===== src/rtl/lam_pkg.sv =====
package lam_pkg;
  localparam int OP_W = 6;

  typedef enum logic [OP_W-1:0] {
    OP_LDB  = 6'd32,
    OP_LDH  = 6'd33,
    OP_LDL  = 6'd34,
    OP_LDW  = 6'd35,
    OP_LDBU = 6'd36,
    OP_LDHU = 6'd37,
    OP_LDR  = 6'd38,
    OP_LDLK = 6'd48
  } ld_op_e;

  typedef enum logic [2:0] {
    SHP_NONE,
    SHP_BYTE,
    SHP_HALF,
    SHP_WORD,
    SHP_LEFT,
    SHP_RIGHT
  } ld_shape_e;

  typedef struct packed {
    ld_shape_e shape;
    logic      sext;
  } ld_ctl_t;

  function automatic ld_ctl_t decode_op(input logic [OP_W-1:0] op);
    ld_ctl_t c;
    c.shape = SHP_NONE;
    c.sext  = 1'b0;
    case (op)
      OP_LDB:          begin c.shape = SHP_BYTE; c.sext = 1'b1; end
      OP_LDBU:         c.shape = SHP_BYTE;
      OP_LDH:          begin c.shape = SHP_HALF; c.sext = 1'b1; end
      OP_LDHU:         c.shape = SHP_HALF;
      OP_LDW, OP_LDLK: c.shape = SHP_WORD;
      OP_LDL:          c.shape = SHP_LEFT;
      OP_LDR:          c.shape = SHP_RIGHT;
      default:         c.shape = SHP_NONE;
    endcase
    return c;
  endfunction
endpackage


===== src/rtl/lam_extract.sv =====
module lam_extract #(
  parameter int NB = 4,
  localparam int W  = 8 * NB,
  localparam int OW = $clog2(NB),
  localparam int NH = NB / 2
) (
  input  logic [W-1:0]  word,
  input  logic [OW-1:0] ofs,
  input  logic          half,
  input  logic          sext,
  output logic [W-1:0]  data
);
  logic [7:0]  byte_sel;
  logic [15:0] half_sel;

  always_comb begin
    byte_sel = '0;
    for (int i = 0; i < NB; i++)
      if (ofs == OW'(NB - 1 - i)) byte_sel = word[i*8 +: 8];
  end

  always_comb begin
    half_sel = '0;
    for (int h = 0; h < NH; h++)
      if ((ofs >> 1) == OW'(NH - 1 - h)) half_sel = word[h*16 +: 16];
  end

  always_comb begin
    if (half)
      data = {{(W-16){sext & half_sel[15]}}, half_sel};
    else
      data = {{(W-8){sext & byte_sel[7]}}, byte_sel};
  end
endmodule


===== src/rtl/lam_merge.sv =====
module lam_merge #(
  parameter int NB = 4,
  localparam int W  = 8 * NB,
  localparam int OW = $clog2(NB)
) (
  input  logic [W-1:0]  word,
  input  logic [W-1:0]  old,
  input  logic [OW-1:0] ofs,
  input  logic          left,
  output logic [W-1:0]  data
);
  // Lane j counts from the most significant byte (j = 0).
  for (genvar g = 0; g < NB; g++) begin : g_lane
    localparam int J = g;
    logic [7:0] lane;
    always_comb begin
      lane = old[(NB-1-J)*8 +: 8];
      for (int k = 0; k < NB; k++) begin
        if (ofs == OW'(k)) begin
          if (left) begin
            if (J + k < NB)
              lane = word[(NB-1-((J + k < NB) ? J + k : 0))*8 +: 8];
          end else begin
            if (J + k >= NB)
              lane = word[(NB-1-((J + k >= NB) ? J + k - NB : 0))*8 +: 8];
          end
        end
      end
    end
    assign data[(NB-1-J)*8 +: 8] = lane;
  end
endmodule


===== src/rtl/lam_out_reg.sv =====
module lam_out_reg #(
  parameter int PW = 38
) (
  input  logic          clk,
  input  logic          rst_n,
  input  logic          in_valid,
  output logic          in_ready,
  input  logic [PW-1:0] in_pay,
  output logic          out_valid,
  input  logic          out_ready,
  output logic [PW-1:0] out_pay
);
  assign in_ready = !out_valid || out_ready;

  always_ff @(posedge clk or negedge rst_n) begin
    if (!rst_n) begin
      out_valid <= 1'b0;
      out_pay   <= '0;
    end else if (in_ready) begin
      out_valid <= in_valid;
      if (in_valid) out_pay <= in_pay;
    end
  end
endmodule


===== src/rtl/lam_unit.sv =====
module lam_unit
  import lam_pkg::*;
#(
  parameter int NB = 4,
  parameter int RW = 5,
  localparam int W  = 8 * NB,
  localparam int OW = $clog2(NB),
  localparam int PW = W + RW + 1
) (
  input  logic            clk,
  input  logic            rst_n,
  input  logic            in_valid,
  output logic            in_ready,
  input  logic [W-1:0]    in_word,
  input  logic [OW-1:0]   in_ofs,
  input  logic [OP_W-1:0] in_op,
  input  logic [W-1:0]    in_old,
  input  logic [RW-1:0]   in_dst,
  output logic            out_valid,
  input  logic            out_ready,
  output logic [W-1:0]    out_data,
  output logic [RW-1:0]   out_dst,
  output logic            out_wen
);
  ld_ctl_t    ctl;
  logic [W-1:0] ext_data, mrg_data;
  logic [W-1:0] res;
  logic       wen;

  assign ctl = decode_op(in_op);

  lam_extract #(.NB(NB)) u_ext (
    .word (in_word),
    .ofs  (in_ofs),
    .half (ctl.shape == SHP_HALF),
    .sext (ctl.sext),
    .data (ext_data)
  );

  lam_merge #(.NB(NB)) u_mrg (
    .word (in_word),
    .old  (in_old),
    .ofs  (in_ofs),
    .left (ctl.shape == SHP_LEFT),
    .data (mrg_data)
  );

  always_comb begin
    case (ctl.shape)
      SHP_BYTE, SHP_HALF:  res = ext_data;
      SHP_WORD:            res = in_word;
      SHP_LEFT, SHP_RIGHT: res = mrg_data;
      default:             res = '0;
    endcase
  end

  assign wen = (ctl.shape != SHP_NONE) && (in_dst != '0);

  lam_out_reg #(.PW(PW)) u_out (
    .clk       (clk),
    .rst_n     (rst_n),
    .in_valid  (in_valid),
    .in_ready  (in_ready),
    .in_pay    ({res, in_dst, wen}),
    .out_valid (out_valid),
    .out_ready (out_ready),
    .out_pay   ({out_data, out_dst, out_wen})
  );
endmodule


===== config.mk =====
export PLATFORM = sky130hd
export DESIGN_NAME = lam_unit
export DESIGN_NICKNAME = d
export VERILOG_FILES = /design/src/rtl/lam_pkg.sv /design/src/rtl/lam_extract.sv /design/src/rtl/lam_merge.sv /design/src/rtl/lam_out_reg.sv /design/src/rtl/lam_unit.sv
export SDC_FILE = /design/constraint.sdc
export NUM_CORES = 1
export LEC_CHECK = 0
export BUFFER_PORTS_ARGS = -buffer_cell sky130_fd_sc_hd__buf_2
export CELL_PAD_IN_SITES_DETAIL_PLACEMENT = 1
export CELL_PAD_IN_SITES_GLOBAL_PLACEMENT = 1
export CORE_UTILIZATION = 44
export CTS_BUF_LIST = sky130_fd_sc_hd__clkbuf_4 sky130_fd_sc_hd__clkbuf_8
export DETAILED_ROUTE_END_ITERATION = 7
export GPL_ROUTABILITY_DRIVEN = 0
export PLACE_DENSITY = 0.85
export SLEW_MARGIN = 20
export SYNTH_ARGS = -nofsm -noshare
export SYNTH_HDL_FRONTEND = slang
export SYNTH_HIERARCHICAL = 1
export SYNTH_SLANG_ARGS = --single-unit

===== constraint.sdc =====
create_clock -name clk -period 2.1 [get_ports clk]
set_clock_uncertainty 0.05 [all_clocks]
set_input_delay 0.21 -clock clk [delete_from_list [all_inputs] [get_ports clk]]
set_output_delay 0.21 -clock clk [all_outputs]
set_load 0.1 [all_outputs]

Yosys cells after proc, flatten, opt, wreduce, memory -nomap -nowiden:

Cells that the tools add are included.

* eq/ne operators: 16
* multiplexer cells: 42
* bitwise logic cells: 2
* reduce and logical (&&, ||, !) cells: 14

Operators with widths (number)
* 2-to-1 mux 8 bit: 36
* one-hot mux 32 bit (3 select lines): 1
* == test 6 bit (second input constant): 8
* 2-to-1 mux 16 bit: 2
* 2-to-1 mux 32 bit: 1
* one-hot mux 3 bit (5 select lines): 1
* OR reduction 2 bit: 6
* == test 3 x 2 -> 1 bit (second input constant): 2
* == test 3 bit (second input constant): 2
* nonzero test 5 bit: 1
* == test 2 bit (second input constant): 2
* logical NOT 2 bit: 2
* == test 3 x 1 -> 1 bit (second input constant): 1
* nonzero test 3 bit: 1
* AND 1 bit: 2
* == test 2 x 1 -> 1 bit (second input constant): 1
* AND reduction 2 bit: 1
* logical AND 1 bit: 1
* logical NOT 1 bit: 1
* logical OR 1 bit: 1
* 2-to-1 mux 1 bit: 1

* flip-flop bits (word level): 39
* input bits: 81
* output and inout port bits: 40
* word-level logic and storage cells: 76

Depth between registers and ports, before layout:

* word-level depth: 13
* mapped depth: 12
* mapped depth without buffers: 9

Modules after synthesis:

Netlist, hierarchy kept.

By module, submodules not included
* lam_merge: times used 1, cells each 242, area each 1561.5 sq um, seq. area each 0.0 sq um
* lam_out_reg: times used 1, cells each 84, area each 1551.5 sq um, seq. area each 975.9 sq um
* lam_unit: times used 1, cells each 84, area each 686.9 sq um, seq. area each 0.0 sq um
* lam_extract: times used 1, cells each 49, area each 530.5 sq um, seq. area each 0.0 sq um

Worst setup path before layout:

No wires, ideal clock.

* kind: input port to flip-flop
* start point: input port in_op[3]
* end point: register u_out.out_pay[28]
* setup time: 0.125 ns
* arrival: 2.702 ns
* data required time: 1.925 ns
* setup slack: -0.778 ns
* cell stages on the path: 10
* path buffers: 2
* cells stage by stage: nand2b_1 -> nor4b_2 -> buf_2 -> nor2b_1 -> buf_6 -> mux2i_1 -> a21oi_1 -> a221o_1 -> a221o_1 -> mux2_4

* word-level cells in the longest chain between the ends: 13
* elaborated cells between the ends (all ways): 33
* classes of those cells: eq/ne (13); mux (12); bitwise (2); reduce/logical (6)

Ends and longest elaborated chain
* start: declaration: line lam_unit.sv:16 `input logic [OP_W-1:0] in_op,`
* == test 6 bit: line lam_pkg.sv:33 `case (op)`
* OR reduction 2 bit (on tied branches)
* one-hot mux 3 bit (5 select lines) (*): line lam_pkg.sv:33
* == test 3 bit (*): line lam_unit.sv:44 `.left (ctl.shape == SHP_LEFT),`
* 2-to-1 mux 8 bit: line lam_merge.sv:20 `if (left) begin`
* 2-to-1 mux 8 bit: line lam_merge.sv:19 `if (ofs == OW'(k)) begin`
* 2-to-1 mux 8 bit: line lam_merge.sv:20
* 2-to-1 mux 8 bit: line lam_merge.sv:19
* 2-to-1 mux 8 bit: line lam_merge.sv:20
* 2-to-1 mux 8 bit: line lam_merge.sv:19
* 2-to-1 mux 8 bit: line lam_merge.sv:20
* 2-to-1 mux 8 bit (*): line lam_merge.sv:19
* via mrg_data[22]: line lam_unit.sv:26 `logic [W-1:0] ext_data, mrg_data;`
* one-hot mux 32 bit (3 select lines) (*): line lam_unit.sv:49 `case (ctl.shape)`
* via res[22]: line lam_unit.sv:27 `logic [W-1:0] res;`
* end signal: assignment: line lam_out_reg.sv:21 `if (in_valid) out_pay <= in_pay;`
* end: declaration: line lam_out_reg.sv:11 `output logic [PW-1:0] out_pay`

Mark *: on every way through the listed nets, which the timed path passes. The rest lies on a longest branch.
A chain may end at the register's enable or synchronous reset.

Final worst setup path:

* start point: input port in_op[3]
* end point: register u_out.out_pay[15]

Same word-level chain as after synthesis.

==> results.toml <==
[outcome]
status = "complete, but fails checks"
failing_checks = "setup timing"

[worst_hold_path]
timing.hold.worst.class = "in -> reg"

[cells_and_area]
layout_common_cells = "buf_2 (119), buf_4 (62), dfrtp_1 (38)"
final_cell_count_no_fill = 739
finalNetCount = 690
share_of_cells_above_drive_strength_1 = 0.495
layout.cells.most_common = "buf_2"
area_delta_synth_final_pct = 31.0
antennaDiodeCount = 0

[clock_tree]
cts.root.buffer_cell = "clkbuf_8"
cts.clk_slew.worst_paths_ns = 0.08
cts_bufs_inserted = 5
cts_buffer_depth = 2
cts.sink_count = 39
cts-htree-levels = 2
worst_skew_pair.late_latency_ns = 0.28
clock_tree_from_tritoncts = "yes"

[yosys]
synth_top_family_by_area = "multiplexers"
synthXorXnorAreaFrac = 0
yosysSeqAreaShare = 0.225
synth_compound_gate_area_share = 0.237
synthesis.instances = 459
synth_cell_type_count = 51
synth_seq_cells = 39
post-synth-top-area-cell = "dfrtp_1"
netlist_top_cells_area = "dfrtp_1 (23%), mux2_4 (8.7%), a221o_1 (8.6%)"
synth_top_area_frac = 0.225
syn_avg_cell_area_um2 = 9.43
synth.area.mux_share = 0.275
yosysWarnings = 6
synth_flop_cell = "dfrtp_1"
synth-simple-area-share = 0.159
syn-cell-area_mm2 = 0.00433
syn-num-nets = 540
async_flop_share = 1.00
number_of_flops_mapped_to_enable_cells_by_yosys = 0
synth-adder-area-share = 0

[die]
io_pins = 121
chip_width_um = 101
floorplan.die_area_mm2 = 0.0102
core_area_mm2 = 0.00937
die-height_um = 101
floorplan.initialDensity = 0.462
placement_rows = 35

[setup_path]
worstPathCellList = "buf_6, nand2b_4, nor4b_4, nor2b_4, buf_12, or2_4, a21boi_0, o22ai_1, nand2_1, a221o_1, mux2_4"
timing.critical_path.arrival_ns = 2.45
crit_type = "in -> reg"
slowest_stage = "a221o_1"
critical_path.max_stage_delay_ns = 0.36
timing.critical_path.max_delay_family = "simple AND/OR/NAND/NOR gates"
cp-end-kind = "flip-flop"
worst-path-buf-inv = 2
critical_path_required_ns = 2.23
regToRegSetupSlack_ns = 0.74
setup.worst_path.start_class = "input pin"
cp_max_fo = 9

[place]
dp.final_hpwl_um = 12100
post-place-cells = 708
placement.setup.worst_slack_ns = -0.541
count_of_input_and_output_buffers = 120

[route]
wl_per_cell_um = 23.8
drt-vias-per-instance = 6.29
drt_iter0_markers = 333
dr_total_vias = 4651
drtPass1Iterations = 5
drt_wl_total_um = 17600
antenna_left = 0
drt_drc_violations_left = 0

[grt]
grt_antenna_before_repair = 0
grt_use_total = 0.332
grt_util_met1 = 0.367
grt-busiest-layer = "met2"
grt.met2_usage = 0.608
maximum_number_of_pins_on_one_net_before_global_route_repair = 39
globalRouteMet3Util = 0.0442
grt_overflow_total = 0
first_global_vias = 4742
grt_first_pass_wirelength_um = 25700

[sta]
worst_slack_ns = -0.217
worst_slew_margin_rel = 0.633
final_max_slew_viol_count = 0
final-setup-viol-count = 27
rsz_0062_raised_after_global_routing = "yes"
fin_crit_ns = 2.32
worst_slew_pin_slew_ns = 0.550
timing.final.hold_violations = 0
fmaxAchievable_ghz = 0.432
period_share = 1.10

[power]
cellPowerDensity_mw_per_mm2 = 463
peakVddDrop_v = 0.000319
pleak_nw = 2.86

[job]
timing.max_cap.violations = 0
-- layer usage --
layer / vias to the layer above / part of all wire / routed length [um]
li1: 2014 / - / -
met1: 2322 / 0.38 / 6650
met2: 240 / 0.51 / 9030
met3: 75 / 0.049 / 863
met4: 0 / 0.059 / 1040
met5: - / 0 / 0
-- cell type report --
cell class	instances	area [um2]
well taps	129	161
clock inverters	2	35.0
fillers	1136	3700
multi-input cells	358	3070
repair buffers	198	1320
flip-flops and latches	39	977
clock buffers	6	82.6
inverters	7	26.3
-- report_power, final --
| part | switching (W) | internal (W) |
|---|---|---|
| sequential | 0.0000259 | 0.000792 |
| clock | 0.000288 | 0.000385 |
| combinational | 0.000750 | 0.000387 |
| total | 0.00106 | 0.00156 |
-- registers in the layout, summed over array words and instances, names as in the netlist --
signal and flops:
u_out/out_pay 38, u_out/out_valid 1
-- synthesized netlist by cell type, types with 6 or more instances --
library cell   n
mux2_4        25
a21oi_1       23
buf_4         20
dfrtp_1       39
mux2i_1       31
and2_1        33
o22ai_1        9
inv_1          7
a21o_1        13
buf_2         14
buf_6          9
clkbuf_1       6
and2_0         8
a221o_1       37
o21ai_1        7
nor2b_1        9
nand2_1       31
o211ai_1      10
mux2_2        30
nor2_1        19
nand2b_1       7
o21ai_0       19
-- kinds of logic after synthesis --
| family | after synthesis |
|---|---|
| AOI/OAI and AO/OA | 139 |
| and+or+nand+nor | 126 |
| buffers and inverters | 62 |
| muxes | 93 |
| DFF | 39 |
-- per-stage QoR --
stage	hold slack [ns]	cell area [um2]	setup TNS, ns	total power, W	util
after floorplan	-0.136	4430	-11.53	0.00156	-
after global placement	0.166	5210	-11.06	0.00186	0.556
after detailed placement	0.173	5210	-13.70	0.00190	0.556
after CTS	0.0885	5540	-2.21	0.00260	0.591
after global routing	0.106	5670	-4.99	0.00272	0.605
final	0.0949	5670	-3.40	0.00263	0.605
-- what timing repair did --
item / CTS / global route
endpoints found under the hold margin: 22 / 0
resized for setup: 25 / 21
setup endpoints to repair: 27 / 29
cloned: 1 / 1
pin swaps: 5 / 2
setup buffers: 13 / 9
hold buffers: 1 / 0
-- final timing paths --
kind	from	endpoint	cells after the start
worst min register to register	u_out/out_pay[35]	u_out/out_pay[35]	1
min in group asynchronous	rst_n	u_out/out_pay[2]	2
worst max-delay path	in_op[3]	u_out/out_pay[15]	11
worst max register to register	u_out/out_valid	u_out/out_pay[6]	4
worst min-delay path	in_valid	u_out/out_valid	2
max in group asynchronous	rst_n	u_out/out_pay[23]	3
Power figures use the tool's default switching activity.
